## src/rtl/ea_pkg.sv

```systemverilog
package ea_pkg;
    typedef enum logic [1:0] {
        IDX_NONE = 2'd0,
        IDX_PRE  = 2'd1,
        IDX_POST = 2'd2
    } idx_kind_e;

    function automatic idx_kind_e pick_idx(input logic auto_idx,
                                           input logic is_jump,
                                           input logic step_neg);
        if (!auto_idx || is_jump) return IDX_NONE;
        else if (step_neg)        return IDX_PRE;
        else                      return IDX_POST;
    endfunction
endpackage

```

## src/rtl/ea_step_sel.sv

```systemverilog
module ea_step_sel #(
    parameter int DISP_W = 8,
    parameter int OFS_W  = 12
) (
    input  logic [DISP_W-1:0] disp,
    input  logic [DISP_W-1:0] ext,
    input  logic              is_jump,
    output logic [OFS_W-1:0]  step,
    output logic              step_neg
);
    localparam logic [DISP_W-1:0] ESCAPE = {1'b1, {(DISP_W-1){1'b0}}};
    localparam int                PAD    = OFS_W - DISP_W;

    logic [DISP_W-1:0] raw;

    always_comb begin
        raw      = (!is_jump && disp == ESCAPE) ? ext : disp;
        step     = {{PAD{raw[DISP_W-1]}}, raw};
        step_neg = raw[DISP_W-1];
    end
endmodule

```

## src/rtl/ea_page_add.sv

```systemverilog
module ea_page_add #(
    parameter int ADDR_W = 16,
    parameter int OFS_W  = 12
) (
    input  logic [ADDR_W-1:0] base,
    input  logic [OFS_W-1:0]  step,
    output logic [ADDR_W-1:0] sum
);
    logic [OFS_W-1:0] ofs;

    always_comb begin
        ofs = base[OFS_W-1:0] + step;
        sum = {base[ADDR_W-1:OFS_W], ofs};
    end
endmodule

```

## src/rtl/page_ea_gen.sv

```systemverilog
module page_ea_gen
    import ea_pkg::*;
#(
    parameter int ADDR_W = 16,
    parameter int OFS_W  = 12,
    parameter int DISP_W = 8
) (
    input  logic              clk,
    input  logic              rst_n,
    input  logic              valid_in,
    input  logic [ADDR_W-1:0] base,
    input  logic [DISP_W-1:0] disp,
    input  logic [DISP_W-1:0] ext,
    input  logic              is_jump,
    input  logic              auto_idx,
    output logic              ea_valid,
    output logic [ADDR_W-1:0] ea,
    output logic              ptr_wr,
    output logic [ADDR_W-1:0] ptr_new
);
    typedef struct packed {
        logic              vld;
        logic [ADDR_W-1:0] ea;
        logic              wr;
        logic [ADDR_W-1:0] ptr;
    } res_t;

    res_t             res_d, res_q;
    logic [OFS_W-1:0] step;
    logic             step_neg;
    logic [ADDR_W-1:0] moved;
    idx_kind_e        kind;

    ea_step_sel #(.DISP_W(DISP_W), .OFS_W(OFS_W)) u_sel (
        .disp     (disp),
        .ext      (ext),
        .is_jump  (is_jump),
        .step     (step),
        .step_neg (step_neg)
    );

    ea_page_add #(.ADDR_W(ADDR_W), .OFS_W(OFS_W)) u_add (
        .base (base),
        .step (step),
        .sum  (moved)
    );

    always_comb begin
        res_d     = res_q;
        res_d.vld = 1'b0;
        kind      = pick_idx(auto_idx, is_jump, step_neg);
        if (valid_in) begin
            res_d.vld = 1'b1;
            unique case (kind)
                IDX_PRE: begin
                    res_d.ea  = moved;
                    res_d.wr  = 1'b1;
                    res_d.ptr = moved;
                end
                IDX_POST: begin
                    res_d.ea  = base;
                    res_d.wr  = 1'b1;
                    res_d.ptr = moved;
                end
                default: begin
                    res_d.ea  = moved;
                    res_d.wr  = 1'b0;
                    res_d.ptr = base;
                end
            endcase
        end
    end

    always_ff @(posedge clk) begin
        if (!rst_n) res_q <= '0;
        else        res_q <= res_d;
    end

    assign ea_valid = res_q.vld;
    assign ea       = res_q.ea;
    assign ptr_wr   = res_q.wr;
    assign ptr_new  = res_q.ptr;
endmodule

```

## config.mk

```make
export PLATFORM = sky130hd
export DESIGN_NAME = page_ea_gen
export DESIGN_NICKNAME = d
export VERILOG_FILES = /design/src/rtl/ea_pkg.sv /design/src/rtl/ea_step_sel.sv /design/src/rtl/ea_page_add.sv /design/src/rtl/page_ea_gen.sv
export SDC_FILE = /design/constraint.sdc
export NUM_CORES = 1
export LEC_CHECK = 0
export BUFFER_PORTS_ARGS = -buffer_cell sky130_fd_sc_hd__buf_2
export CAP_MARGIN = 20
export CELL_PAD_IN_SITES_DETAIL_PLACEMENT = 1
export CELL_PAD_IN_SITES_GLOBAL_PLACEMENT = 1
export CORE_UTILIZATION = 36
export CTS_BUF_LIST = sky130_fd_sc_hd__clkbuf_4 sky130_fd_sc_hd__clkbuf_8
export CTS_CLUSTER_DIAMETER = 200
export DETAILED_ROUTE_END_ITERATION = 8
export GPL_TIMING_DRIVEN = 0
export PLACE_DENSITY = 0.81
export SETUP_SLACK_MARGIN = 0.02
export SYNTH_ARGS = -nofsm -noshare
export SYNTH_HDL_FRONTEND = slang
export SYNTH_SLANG_ARGS = --single-unit
```

## constraint.sdc

```tcl
create_clock -name clk -period 3.4 [get_ports clk]
set_clock_uncertainty 0.05 [all_clocks]
set_input_delay 0.34 -clock clk [delete_from_list [all_inputs] [get_ports clk]]
set_output_delay 0.34 -clock clk [all_outputs]
set_load 0.03 [all_outputs]
```

# --- After elaboration in Yosys (flattened, before gate mapping) ---
# Index checks and enable logic that the tools add are counted.
word_totals:
  regBits: 34
  in_bits: 37
  elab_cells: 17
op_classes:
  addsub: 1
  eq_ne: 3
  muxes: 5
  reduce_logical: 4
op_table:
  columns: ["cell", "count"]
  rows:
  - ["$pmux W29 S2", 1]
  - ["$mux W34", 1]
  - ["$add A12 B12 Y12", 1]
  - ["$eq A8 B8 Y1 const B", 1]
  - ["$mux W8", 1]
  - ["$mux W2", 2]
  - ["$eq A2 B1 Y1 const B", 1]
  - ["$eq A2 B2 Y1 const B", 1]
  - ["$logic_not A1 Y1", 2]
  - ["$logic_and A1 B1 Y1", 1]
  - ["$logic_or A1 B1 Y1", 1]

# --- Logic depth before layout (Yosys ltp) ---
depth:
  word_depth: 8
  mapped_depth: 13
  mapped_depth_nobuf: 13

# --- Modules after synthesis ---
# A second synthesis with hierarchy kept.
hier_totals:
  cells_unflattened: 267
  area_unflattened_um2: 2133.3
modules_own_cells:
  columns: ["module", "instances", "cells_per_inst", "area_each_um2", "seq_area_each_um2"]
  rows:
  - ["page_ea_gen", 1, 186, 1438.9, 680.7]
  - ["ea_page_add", 1, 63, 533.0, 0.0]
  - ["ea_step_sel", 1, 18, 161.4, 0.0]

# --- Worst setup path before layout ---
# Ideal clock, no wire load.
synth_timing:
  kind: "in2reg"
  start: "input port disp[3]"
  end: "register res_q (netlist bit ea[8])"
  setup_ns: 0.115
  arrival_ns: 2.862
  setup_slack_ns: 0.373
  path_stages: 12
  n_path_buf: 0
  cell_sequence: "or4_4 > nor2_1 > nand2_1 > nor2_1 > a21o_1 > ha_1 > a21o_1 > a221oi_1 > a21oi_1 > xnor2_1 > a21oi_1 > o21a_1"
synth_between:
  elab_chain_len: 7
synth_lines:
  columns: ["item", "line", "text"]
  rows:
  - ["start, declared", "page_ea_gen.sv:12", "input logic [DISP_W-1:0] disp,"]
  - ["$eq A8 B8 Y1", "ea_step_sel.sv:17", "raw = (!is_jump && disp == ESCAPE) ? ext : disp;"]
  - ["$logic_and A1 B1 Y1", "ea_step_sel.sv:17", null]
  - ["$mux W8 (*)", "ea_step_sel.sv:17", null]
  - ["parallel branches: the longest is 3 deep, another holds $add A12 B12 Y12", null, null]
  - ["$pmux W29 S2 (*)", "page_ea_gen.sv:54", "unique case (kind)"]
  - ["end signal, assigned", "page_ea_gen.sv:76", "else res_q <= res_d;"]
  - ["end, declared", "page_ea_gen.sv:28", "res_t res_d, res_q;"]
# Mark *: on every way between the ends.
# A chain may end at the register's enable or synchronous reset.

# --- Final worst setup path ---
layout_timing:
  start: "input port disp[3]"
  end: "register res_q (netlist bit ptr_new[9])"
# Same word-level chain as after synthesis.

==> out/summary.txt <==
Worst hold margin = 244 ps
Synth Cell Area = 1950 um2
Min-delay worst type = in -> reg
HPWL Detailed = 4580 um
GRT Total Usage = 22.3%
Clock network power share = 29.6%
Critical path capture point type = flop
Final ANT Viol Nets = 0
Fin nets = 370
Row cnt = 26
Avg Cell Area, Syn = 8.01 um2
Seq pwr share = 37.7%
Pre-Repair DR Iteration Count = 4
Total negative slack = 0 ps
Pre-CTS WS = -197 ps
Post-layout util = 48.1%
Multiplexer share of the synthesized area = 3.08%
Switching share of power = 35.2%
DRT Wirelength = 5900 um
Chip width = 75.5 um
Die area = 5710 um2
Yosys warns = 0
Overflow after GRT = 0
Initial antenna violation count = 0
Finished Cell Area = 2490 um2
Maxcap violations = 0
Seq/Total Area, Yosys = 30.8%
Count of cell types in the netlist = 47
Wire per inst = 15.1 um
Initial Util = 37.6%
Total CTS buffers = 5
CTS Sinks = 30
Main synth FF type = dfxtp_1
CP required = 3500 ps
Ranking of synthesized cells by area = dfxtp_1 (31%), ha_1 (7.7%), a21oi_1 (6.4%), nand2_1 (5.2%), o21ai_0 (5.1%)
Drt drc = 0
H-tree Lvls = 2
Top cell type's share of synthesized area = 30.8%
Pleak = 1.21 nW
Peak VDD IR = 0.149 mV
Yosys reg bits = 30
I/O Buffers = 70
Total power = 1.05 mW
Placeable Area = 5170 um2
Vias in the first global route = 2033
CTS clk-pin slew, worst paths = 70 ps
Status = finished, final reports clean
Final number of hold-violating endpoints = 0
RSZ-0062 raised after global routing = false
Synth-to-Final Area Change = 27.8%
Vias = 2084
Post-Syn Instances = 243
Path type of the worst setup path = in -> reg
Layout Cells excl Fill = 391
Arr. time, crit path = 3250 ps
Combinational share of power = 32.7%
Max Clock Freq = 317 MHz
Relative slew slack = 61.3%
Most area-hungry cell type in the Yosys netlist = dfxtp_1
N_diodes = 0
Layout cells sized above 1 = 28.3%
Post-Synth XOR/XNOR Area = 3.60%
Largest family of logic cells by synthesized area = compound AO/OA/AOI/OAI gates
Ys async rst share = 0%
Syn nets = 293
Post-Synth Adder-Cell Area = 8.74%
Area post-placement = 2380 um2
DR iter-0 viols = 67
Int Pwr = 679 uW
Fin crit share = 92.7%
CTS root buf = clkbuf_8
Ports = 71
CTS tree = built
Number of synthesized flops with an enable pin = 0
Area fraction in compound gates after synthesis = 29.3%
Skew-Pair Late Insertion Delay = 280 ps
Tightest Pin Transition = 581 ps
Largest net degree at the start of global routing = 11
Max Buffers Root-to-Sink = 2
DIE HEIGHT = 75.5 um
Setup slack after layout = 248 ps
DR vias/cell = 5.33
GP Congestion = 0.812
Startpoint types = input port
Global-route wire length before repair = 9530 um
Sw Pwr = 368 uW
Crit path time final = 3150 ps
Final setup vio count = 0
Power Dens Cells = 421 nW/um2
Max-slew violations = 0
Cells after DPL = 383
Synth Area in Simple Gates = 19.9%
Crit-path max FO = 7
==> cells in the mapped netlist, drive strengths merged, types with 5 or more instances <==
library cell	number
dfxtp	30
buf	5
clkbuf	11
a21oi	25
ha	12
mux2i	6
a21o	13
nor2	23
nor2b	6
nand2	27
a31oi	7
o21ai	20
==> sequential cells by signal, summed over array words and instances, names as in the netlist <==
signal and flops:
ptr_new 12, ptr_wr 1, ea 16, ea_valid 1
==> cell families (layout without fill, tap and decap cells) <==
family                     Yosys count  after routing
muxes                                6              6
buffers and inverters               19             97
AOI/OAI and AO/OA                   87             87
xor gates and xnor gates             8              8
and+or+nand+nor                     80             80
adders and majority gates           13             13
DFF                                 30             30
==> worst paths after layout <==
| path | start | to | slack (ps) | cells after the start |
|---|---|---|---|---|
| worst max-delay path | disp[3] | ptr_new[9]$_SDFFE_PN0P_ | 250 | 10 |
| worst min-delay path | base[15] | ea[15]$_SDFFE_PN0P_ | 240 | 3 |
| worst max register to register | ptr_new[7]$_SDFFE_PN0P_ | ptr_new[7]$_SDFFE_PN0P_ | 2500 | 3 |
| worst min register to register | ea[2]$_SDFFE_PN0P_ | ea[2]$_SDFFE_PN0P_ | 420 | 2 |
==> worst max-delay path: stages <==
cell and delay [ps]:
buf_2 100, or4_4 550, o41ai_4 480, inv_2 190, ha_1 410, a21o_1 220, or3b_2 450, o211ai_1 280
a21o_1 170, a21oi_1 60
==> layout make-up <==
| cell class | instances | area (um2) |
|---|---|---|
| Multi-Input combinational cell | 194 | 1270 |
| Timing Repair Buffer | 70 | 350 |
| Buffer | 16 | 76.3 |
| Sequential cell | 30 | 601 |
| Tap cell | 70 | 87.6 |
| Clock buffer | 7 | 90.1 |
| Clock inverter | 1 | 5.00 |
| Inverter | 3 | 11.3 |
| Fill cell | 699 | 2680 |
==> repair_timing <==
item | in CTS | in global routing
setup buffers | 0 | 0
hold buffers | 0 | 0
gates resized for setup | 0 | 2
endpoints found under the setup margin | 0 | 7
==> per-layer routing <==
layer	GRT usage [%]	vias up	routed length (um)
met5	0	-	0
met4	9.47	0	113
met3	3.04	11	215
met2	40.9	53	2910
met1	26.0	988	2660
li1	-	1032	-
==> power groups by stage <==
stage | Sequential, mW | Clock (mW) | Combinational [mW]
floorplan | 0.462 | 0 | 0.174
global placement | 0.401 | 0 | 0.332
detailed placement | 0.403 | 0 | 0.339
CTS | 0.396 | 0.319 | 0.342
global route | 0.399 | 0.335 | 0.377
finish | 0.395 | 0.310 | 0.342
==> layout by cell type (no fill, tap or decap), types with 3 or more instances in the layout <==
cell type / n
a21o_1: 13
xor2_1: 4
dfxtp_1: 30
nor2_1: 22
a311oi_1: 4
clkbuf_8: 6
xnor2_1: 4
buf_4: 4
ha_1: 12
buf_2: 71
nand2_1: 27
mux2i_1: 6
a31oi_1: 7
clkbuf_1: 11
and2_1: 3
a21oi_1: 25
o21ai_0: 20
and3_1: 4
nor2b_1: 6
Power figures use the tool's default switching activity.
